`src/rtl/ksio_pkg.sv`:
```
package ksio_pkg;

    localparam int IO_ADDR_W  = 16;
    localparam int BYTE_W     = 8;
    localparam int IRQ_W      = 4;
    localparam int SER_BASE_W = 10;
    localparam int STRAP_W    = 2;
    localparam int NUM_SER    = 2;

    localparam logic [BYTE_W-1:0] KEY_ENTER = 8'h55;
    localparam logic [BYTE_W-1:0] KEY_EXIT  = 8'hAA;
    localparam logic [BYTE_W-1:0] BUS_IDLE  = 8'hFF;

    localparam logic [BYTE_W-1:0] IDX_POWER    = 8'h02;
    localparam logic [BYTE_W-1:0] IDX_RT_HI    = 8'h21;
    localparam logic [BYTE_W-1:0] IDX_SER0_B   = 8'h24;
    localparam logic [BYTE_W-1:0] IDX_SER1_B   = 8'h25;
    localparam logic [BYTE_W-1:0] IDX_IRQ      = 8'h28;
    localparam logic [BYTE_W-1:0] IDX_RT_LO    = 8'h30;
    localparam logic [BYTE_W-1:0] IDX_ACTIVATE = 8'h3A;

    typedef enum logic [0:0] {
        ST_LOCKED = 1'b0,
        ST_OPEN   = 1'b1
    } cfg_state_t;

    function automatic logic [IO_ADDR_W-1:0] port_base(input logic [STRAP_W-1:0] s);
        logic [IO_ADDR_W-1:0] b;
        b = s[0] ? 16'h004E : 16'h002E;
        if (s[1]) b = b | 16'h1600;
        return b;
    endfunction

    function automatic logic is_implemented(input logic [BYTE_W-1:0] idx);
        return (idx == IDX_POWER) || (idx == IDX_RT_HI) || (idx == IDX_SER0_B) ||
               (idx == IDX_SER1_B) || (idx == IDX_IRQ) || (idx == IDX_RT_LO) ||
               (idx == IDX_ACTIVATE);
    endfunction

endpackage

```
`src/rtl/ksio_addr_dec.sv`:
```
module ksio_addr_dec
    import ksio_pkg::*;
(
    input  logic                 clk,
    input  logic                 rst_n,
    input  logic [STRAP_W-1:0]   strap_sel,
    input  logic [IO_ADDR_W-1:0] io_addr,
    input  logic                 io_wr,
    input  logic                 io_rd,
    output logic                 idx_wr,
    output logic                 idx_rd,
    output logic                 dat_wr,
    output logic                 dat_rd
);

    logic [STRAP_W-1:0]   strap_q;
    logic [IO_ADDR_W-1:0] base;
    logic                 hit_idx;
    logic                 hit_dat;

    // Straps follow the pins while reset is held and freeze at release.
    always_ff @(posedge clk) begin
        if (!rst_n) strap_q <= strap_sel;
    end

    always_comb begin
        base    = port_base(strap_q);
        hit_idx = (io_addr == base);
        hit_dat = (io_addr == (base + 16'd1));
        idx_wr  = hit_idx && io_wr;
        idx_rd  = hit_idx && io_rd;
        dat_wr  = hit_dat && io_wr;
        dat_rd  = hit_dat && io_rd;
    end

    assert_strap_frozen_R2: assert property (@(posedge clk) disable iff (!rst_n)
        $past(rst_n) |-> $stable(strap_q));

endmodule

```
`src/rtl/ksio_fsm.sv`:
```
module ksio_fsm
    import ksio_pkg::*;
(
    input  logic              clk,
    input  logic              rst_n,
    input  logic              idx_wr,
    input  logic [BYTE_W-1:0] wdata,
    output logic              cfg_open,
    output logic [BYTE_W-1:0] index_q
);

    cfg_state_t state_q, state_d;

    always_comb begin
        state_d = state_q;
        unique case (state_q)
            ST_LOCKED: if (idx_wr && wdata == KEY_ENTER) state_d = ST_OPEN;
            ST_OPEN:   if (idx_wr && wdata == KEY_EXIT)  state_d = ST_LOCKED;
            default:   state_d = ST_LOCKED;
        endcase
    end

    always_ff @(posedge clk or negedge rst_n) begin
        if (!rst_n) state_q <= ST_LOCKED;
        else        state_q <= state_d;
    end

    // Output process: open flag and selected index.
    always_ff @(posedge clk or negedge rst_n) begin
        if (!rst_n) begin
            index_q <= '0;
        end else if (state_q == ST_OPEN && idx_wr && wdata != KEY_EXIT) begin
            index_q <= wdata;
        end
    end

    assign cfg_open = (state_q == ST_OPEN);

    assert_enter_key_R3: assert property (@(posedge clk) disable iff (!rst_n)
        (!cfg_open && idx_wr && wdata == KEY_ENTER) |=> cfg_open);
    assert_exit_key_R3: assert property (@(posedge clk) disable iff (!rst_n)
        (cfg_open && idx_wr && wdata == KEY_EXIT) |=> !cfg_open);
    assert_stay_locked_R3: assert property (@(posedge clk) disable iff (!rst_n)
        (!cfg_open && !(idx_wr && wdata == KEY_ENTER)) |=> !cfg_open);
    assert_locked_index_kept_R4: assert property (@(posedge clk) disable iff (!rst_n)
        !cfg_open |=> $stable(index_q));

endmodule

```
`src/rtl/ksio_regfile.sv`:
```
module ksio_regfile
    import ksio_pkg::*;
(
    input  logic                  clk,
    input  logic                  rst_n,
    input  logic                  cfg_open,
    input  logic [BYTE_W-1:0]     index_q,
    input  logic                  dat_wr,
    input  logic [BYTE_W-1:0]     wdata,
    output logic [BYTE_W-1:0]     rd_value,
    output logic [NUM_SER-1:0]    ser_pwr_en,
    output logic [SER_BASE_W-1:0] ser_base [NUM_SER],
    output logic [IRQ_W-1:0]      ser_irq  [NUM_SER],
    output logic [IO_ADDR_W-1:0]  rt_base,
    output logic                  rt_decode_en
);

    localparam int BASE_SHIFT = SER_BASE_W - (BYTE_W - 1);

    logic [BYTE_W-1:0] pwr_q, rt_hi_q, irq_q, rt_lo_q, act_q;
    logic [BYTE_W-1:0] sbase_q [NUM_SER];
    logic              wr_ok;

    assign wr_ok = cfg_open && dat_wr;

    always_ff @(posedge clk or negedge rst_n) begin
        if (!rst_n) begin
            pwr_q      <= '0;
            rt_hi_q    <= '0;
            irq_q      <= '0;
            rt_lo_q    <= '0;
            act_q      <= '0;
            sbase_q[0] <= '0;
            sbase_q[1] <= '0;
        end else if (wr_ok) begin
            unique case (index_q)
                IDX_POWER:    pwr_q      <= wdata;
                IDX_RT_HI:    rt_hi_q    <= wdata;
                IDX_SER0_B:   sbase_q[0] <= wdata;
                IDX_SER1_B:   sbase_q[1] <= wdata;
                IDX_IRQ:      irq_q      <= wdata;
                IDX_RT_LO:    rt_lo_q    <= wdata;
                IDX_ACTIVATE: act_q      <= wdata;
                default:      ;
            endcase
        end
    end

    always_comb begin
        unique case (index_q)
            IDX_POWER:    rd_value = pwr_q;
            IDX_RT_HI:    rd_value = rt_hi_q;
            IDX_SER0_B:   rd_value = sbase_q[0];
            IDX_SER1_B:   rd_value = sbase_q[1];
            IDX_IRQ:      rd_value = irq_q;
            IDX_RT_LO:    rd_value = rt_lo_q;
            IDX_ACTIVATE: rd_value = act_q;
            default:      rd_value = '0;
        endcase
    end

    // Per-channel field extraction.
    for (genvar c = 0; c < NUM_SER; c++) begin : g_ser
        assign ser_base[c] = {sbase_q[c][BYTE_W-1:1], {BASE_SHIFT{1'b0}}};
        assign ser_irq[c]  = irq_q[(NUM_SER-1-c)*IRQ_W +: IRQ_W];
    end

    assign ser_pwr_en   = {pwr_q[7], pwr_q[3]};
    assign rt_base      = {rt_hi_q[3:0], rt_lo_q, 4'h0};
    assign rt_decode_en = act_q[1];

    assert_locked_no_write_R5: assert property (@(posedge clk) disable iff (!rst_n)
        (!cfg_open && dat_wr) |=> $stable({pwr_q, rt_hi_q, irq_q, rt_lo_q, act_q,
                                           sbase_q[0], sbase_q[1]}));
    assert_unimpl_discard_R10: assert property (@(posedge clk) disable iff (!rst_n)
        (wr_ok && !is_implemented(index_q)) |=> $stable({ser_pwr_en, rt_base, rt_decode_en,
                                                        ser_base[0], ser_base[1],
                                                        ser_irq[0], ser_irq[1]}));
    assert_power_map_R6: assert property (@(posedge clk) disable iff (!rst_n)
        (wr_ok && index_q == IDX_POWER) |=> ser_pwr_en == {$past(wdata[7]), $past(wdata[3])});
    assert_unimpl_read_R10: assert property (@(posedge clk) disable iff (!rst_n)
        !is_implemented(index_q) |-> rd_value == 8'h00);

endmodule

```
`src/rtl/ksio_cfg_port.sv`:
```
module ksio_cfg_port
    import ksio_pkg::*;
(
    input  logic                  clk,
    input  logic                  rst_n,
    input  logic [1:0]            strap_sel,
    input  logic [15:0]           io_addr,
    input  logic                  io_wr,
    input  logic                  io_rd,
    input  logic [7:0]            io_wdata,
    output logic [7:0]            io_rdata,
    output logic [1:0]            ser_pwr_en,
    output logic [9:0]            ser0_base,
    output logic [9:0]            ser1_base,
    output logic [3:0]            ser0_irq,
    output logic [3:0]            ser1_irq,
    output logic [15:0]           rt_base,
    output logic                  rt_decode_en
);

    logic                  idx_wr, idx_rd, dat_wr, dat_rd;
    logic                  cfg_open;
    logic [BYTE_W-1:0]     index_q, rd_value;
    logic [SER_BASE_W-1:0] sb [NUM_SER];
    logic [IRQ_W-1:0]      si [NUM_SER];

    ksio_addr_dec u_dec (
        .clk(clk), .rst_n(rst_n), .strap_sel(strap_sel), .io_addr(io_addr),
        .io_wr(io_wr), .io_rd(io_rd),
        .idx_wr(idx_wr), .idx_rd(idx_rd), .dat_wr(dat_wr), .dat_rd(dat_rd)
    );

    ksio_fsm u_fsm (
        .clk(clk), .rst_n(rst_n), .idx_wr(idx_wr), .wdata(io_wdata),
        .cfg_open(cfg_open), .index_q(index_q)
    );

    ksio_regfile u_regs (
        .clk(clk), .rst_n(rst_n), .cfg_open(cfg_open), .index_q(index_q),
        .dat_wr(dat_wr), .wdata(io_wdata), .rd_value(rd_value),
        .ser_pwr_en(ser_pwr_en), .ser_base(sb), .ser_irq(si),
        .rt_base(rt_base), .rt_decode_en(rt_decode_en)
    );

    assign ser0_base = sb[0];
    assign ser1_base = sb[1];
    assign ser0_irq  = si[0];
    assign ser1_irq  = si[1];

    always_comb begin
        if (dat_rd)      io_rdata = cfg_open ? rd_value : BUS_IDLE;
        else if (idx_rd) io_rdata = cfg_open ? index_q  : BUS_IDLE;
        else             io_rdata = '0;
    end

    assert_locked_reads_ff_R5: assert property (@(posedge clk) disable iff (!rst_n)
        ((dat_rd || idx_rd) && !cfg_open) |-> io_rdata == 8'hFF);

endmodule

```
`config.mk`:
```
export PLATFORM = sky130hd
export DESIGN_NAME = ksio_cfg_port
export DESIGN_NICKNAME = d
export VERILOG_FILES = /design/src/rtl/ksio_pkg.sv /design/src/rtl/ksio_addr_dec.sv /design/src/rtl/ksio_fsm.sv /design/src/rtl/ksio_regfile.sv /design/src/rtl/ksio_cfg_port.sv
export SDC_FILE = /design/constraint.sdc
export NUM_CORES = 1
export LEC_CHECK = 0
export ABC_CLOCK_PERIOD_IN_PS = 2200
export BUFFER_PORTS_ARGS = -buffer_cell sky130_fd_sc_hd__buf_2
export CAP_MARGIN = 15
export CELL_PAD_IN_SITES_DETAIL_PLACEMENT = 1
export CELL_PAD_IN_SITES_GLOBAL_PLACEMENT = 1
export CORE_ASPECT_RATIO = 0.8
export CORE_UTILIZATION = 30
export DETAILED_ROUTE_END_ITERATION = 8
export GPL_ROUTABILITY_DRIVEN = 1
export GPL_TIMING_DRIVEN = 0
export PLACE_DENSITY = 0.69
export SYNTH_ARGS = -nofsm -noshare
export SYNTH_HDL_FRONTEND = slang
export SYNTH_SLANG_ARGS = --single-unit
```
`constraint.sdc`:
```
create_clock -name clk -period 2.2 [get_ports clk]
set_input_delay 0.44 -clock clk [delete_from_list [all_inputs] [get_ports clk]]
set_output_delay 0.44 -clock clk [all_outputs]
set_load 0.005 [all_outputs]
```
# Yosys cells after proc, flatten, opt, wreduce, memory -nomap -nowiden
# Cells that the tools add are included.
# word_totals
regBits,67
elab_cells,50
output_inout_bits,55
in_bits,30
# op_classes
n_addsub,1
reduce_logical,16
mux,10
eq_ne,12
bitwise_logic,1
# op_table
operator,n
$pmux 8 s7,1
$eq 8x6->1 const B,6
$eq 16x16->1,2
$mux 8,4
$add 16x1->16 const B,1
$reduce_and 2->1,7
$mux 13,1
$logic_and 1x1->1,9
$eq 8x2->1 const B,1
$eq 8x7->1 const B,1
$eq 8x8->1 const B,1
$ne 8x8->1 const B,1
$mux 7,1
$mux 1,2
$pmux 1 s2,1
$not 1->1,1

# Depth between registers and ports, before layout
# depth
depth_word,7
mapped_depth,6
ltp_nobuf,4

# By module
# A second synthesis with hierarchy kept.
# hier_totals
hier_cells,318
hier_area_um2,3843.7
# by_module_without_submodules
mod,instances,seq_area_each_um2,cells_per_inst,area_each_um2
ksio_regfile,1,1401.3,254,3120.5
ksio_fsm,1,225.2,26,400.4
ksio_addr_dec,1,60.1,19,176.4
ksio_cfg_port,1,0.0,19,146.4

# Worst setup path after synthesis
# Ideal clock, no wire load.
# synth_timing
path_kind,flip-flop to output port
start,reg u_fsm.index_q[0]
end,out io_rdata[3]
t_required_ns,1.760
path_buffers,2
t_arrival_ns,1.734
path_stages_with_launch,7
setup_slack_ns,0.026
cell_sequence,dfrtp_1 -> clkbuf_1 -> buf_1 -> mux2_2 -> nand3_1 -> o211ai_1 -> o221a_2
# synth_via
elab_chain_cells,4
elab_cells_between_ends,10
# synth_rtl
item,line,source
from (decl),ksio_fsm.sv:9,output logic [BYTE_W-1:0] index_q
from (signal assigned),ksio_fsm.sv:33,index_q <= wdata;
$eq 8x6->1 / $eq 8x2->1 (equally long branches),ksio_regfile.sv:50,unique case (index_q)
$pmux 8 s7 *,ksio_regfile.sv:50,
$mux 8 * (2 in a row),ksio_cfg_port.sv:51,if (dat_rd) io_rdata = cfg_open ? rd_value : BUS_IDLE;
to (decl),ksio_cfg_port.sv:11,"output logic [7:0] io_rdata,"
# Mark *: on every way between the ends. The rest lies on a longest branch, timed or not.

# Final worst setup path
# layout_timing
start,reg u_fsm.index_q[0]
end,out io_rdata[6]
# Same word-level chain as after synthesis.

==> impl_results.md <==
* Max cap viols at 0
* Clk_skew at 0.00707 ns
* Synth cell types at 51
* Internal power at 2.16 mW
* RePlAce Congestion at 0.858
* Final setup viols at 8
* Pin count of the biggest net entering global routing at 67
* Count of pins over their slew limit at 0
* Commonest cells in the netlist: dfrtp_1 (65), mux2_2 (61), buf_4 (30)
* Final antenna-violating net count at 0
* Routed wire length at 13500 µm
* Peak supply drop at 440 µV
* Placed Area at 4490 µm²
* Hold Crit Class: input pin to async pin
* Layout cell share with drive strength beyond 1 at 0.637
* Top Ports at 85
* Status: finished with violations
* Skew-Pair Late Insertion Delay at 0.34 ns
* IO Port Bufs at 71
* CTS tree: built
* Hold slack at 0.201 ns
* Final worst-path cycle share at 1.13
* Die footprint at 13400 µm²
* Core ar. at 12400 µm²
* Via count at 3244
* WS Path Type: register to output port
* P&R area growth vs syn at 44.7%
* Startpoint types: register
* Cell area after synthesis at 3890 µm²
* Worst EP required at 1.76 ns
* CTS Buf Count at 9
* Detailed Place HPWL at 8260 µm
* Vias in the first global route at 3373
* Initial core utilization at 0.314
* Synth top area share at 0.419
* DR iter-0 viols at 202
* Upper clock frequency limit at 401 MHz
* # rows at 36
* H-tree depth at 3
* Die H at 104 µm
* Global-route wire length before repair at 20900 µm
* Ys flop type: dfrtp_1
* WL/cell at 21.7 µm
* Vias per cell at 5.21
* Seq pwr share at 0.446
* Switching power at 0.631 mW
* Area leader, netlist: dfrtp_1
* Pre-Repair DR Iteration Count at 4
* Final hold vios at 0
* Unrepaired setup endpoints after global routing: yes
* Seq/Total Area, Yosys at 0.434
* Endpoint class of the critical path: output port
* Failing checks: setup timing
* Combinational group share of total power at 0.046
* Top-count cell post-synth: dfrtp_1
* Worst-Margin Slew at 0.852 ns
* Clk buf depth at 2
* Total grt overflow at 0
* Number of synthesized flops with an enable pin at 2
* Sw frac at 0.226
* Dpl cells at 567
* CP arrival at 2.05 ns
* Design area at 5620 µm²
* Pwr dens at 496 nW/µm²
* Final worst slack at -0.292 ns
* DRC at 0
* Clock Pin Slew Worst Setup and Hold Paths at 0.06 ns
* Final net count at 477
* Pwr Total at 2.79 mW
* Initial antenna violation count at 0
* Relative slew slack at 0.432
* Post-Syn Area per Cell at 12.3 µm²
* Number of synthesized register bits at 67
* Max Fanout on Critical Path at 7
* Yosys Warn Count at 0
* Die W at 129 µm
* Layout Cells excl Fill at 623
* Part of the power in the clock network at 0.508
* DP Worst Slack at -0.829 ns
* Total GRT Usage at 0.213
* Diode count at 0
* Clock period minus worst slack at 2.49 ns
* Async S/R FF share, synth at 0.970
* Clock Sinks at 67
* CTS root buf: clkbuf_16
* Synth top area cells: dfrtp_1 (42%), mux2_2 (18%), buf_4 (5.8%), nor3_4 (2.9%), mux2_1 (2.3%)
* Synth Instances at 316
* Pleak at 2.72 nW
routing by layer:
layer	vias to the layer above	track usage	share of wire
li1	1424	-	-
met1	1649	0.284	0.43
met2	146	0.335	0.47
met3	25	0.0465	0.073
met4	0	0.0840	0.026
met5	-	0	0
sequential cells by signal, indices dropped and copies added (netlist names):
name and cells:
u_regs.ser_base 14, u_fsm.index_q 8, u_regs.act_q 8, u_regs.pwr_q 8
u_regs.rt_hi_q 8, u_regs.rt_lo_q 8, u_regs.ser_irq 8, u_dec.strap_q 2
u_regs.sbase_q 2, u_fsm.cfg_open 1
what timing repair did:
item,in CTS,in global routing
pin swaps,36,23
setup endpoints to repair,64,63
hold buffers,0,0
gates cloned,1,0
endpoints found under the hold margin,0,0
gates resized for setup,77,20
buffers inserted,29,13
critical path, cell delays in order (launching register included):
cell and delay, ns:
dfrtp_2 0.46, clkbuf_16 0.21, buf_12 0.14, mux2i_4 0.26, nor3b_2 0.07, o21a_1 0.17
o221a_4 0.27, buf_6 0.12
cell type report:
| cell class | count | area, µm² |
|---|---|---|
| inverter | 6 | 22.5 |
| clock inverter | 4 | 51.3 |
| fill | 1316 | 6760 |
| multi-input combinational | 208 | 2180 |
| buffer | 43 | 353 |
| sequential | 67 | 1700 |
| clock buffer | 12 | 236 |
| tap | 171 | 214 |
| timing repair buffer | 112 | 873 |
power groups by stage:
stage	combinational (mW)	sequential, mW	clock, mW
final	0.128	1.24	1.42
after global routing	0.142	1.24	1.51
after CTS	0.129	1.24	1.44
after detailed placement	0.123	1.27	0
after global placement	0.121	1.27	0
after floorplan	0.0393	1.27	0
kinds of logic (layout without fill, tap and decap cells):
| group | Yosys count | count (layout) | share of synthesized area |
|---|---|---|---|
| AND/OR/NAND/NOR | 77 | 77 | 0.175 |
| other | 1 | 10 | 0.000965 |
| buffers and inverters | 50 | 177 | 0.0779 |
| flip-flops | 67 | 67 | 0.434 |
| multiplexers | 70 | 70 | 0.203 |
| AO/OA/AOI/OAI | 51 | 51 | 0.110 |
cell usage in the layout (no fill, tap or decap), types with 3 or more instances in the layout:
| cell | count |
|---|---|
| a21o_1 | 4 |
| nand4bb_1 | 3 |
| a21oi_2 | 7 |
| o2111ai_4 | 3 |
| and3b_1 | 7 |
| a22oi_1 | 8 |
| nand2_1 | 12 |
| mux2_1 | 8 |
| buf_12 | 11 |
| buf_6 | 12 |
| o221a_2 | 7 |
| nor4_4 | 4 |
| buf_4 | 53 |
| dfrtp_1 | 58 |
| nor3_4 | 8 |
| clkbuf_16 | 10 |
| conb_1 | 10 |
| nand3_2 | 7 |
| nor4b_4 | 4 |
| inv_1 | 5 |
| nand3_1 | 3 |
| buf_2 | 68 |
| mux2_4 | 7 |
| dfrtp_2 | 7 |
| mux2_2 | 54 |
| o21ai_1 | 4 |
| clkbuf_1 | 5 |
| nand4b_1 | 5 |
| o211ai_1 | 8 |
per-stage QoR:
| stage | util | TNS [ns] |
|---|---|---|
| final | 0.454 | -2.17 |
| after global placement | 0.362 | -20.47 |
| after global routing | 0.454 | -2.89 |
| after CTS | 0.437 | -1.76 |
| after floorplan | - | 0 |
| after detailed placement | 0.363 | -22.30 |
worst paths after layout:
check | startpoint | end | slack, ns | cells after the start
max in group asynchronous | rst_n | u_fsm.index_q[6] | 1.37 | 1
setup reg to reg | u_fsm.index_q[7] | u_regs.act_q[1] | 0.04 | 6
setup / recovery | u_fsm.index_q[0] | io_rdata[6] | -0.29 | 7
hold / removal | rst_n | u_regs.rt_lo_q[1] | 0.20 | 1
min in group clk | strap_sel[1] | u_dec.strap_q[1] | 0.29 | 1
hold reg to reg | u_fsm.cfg_open | u_fsm.cfg_open | 0.49 | 1
No activity file was read; power rests on OpenSTA's default activity.
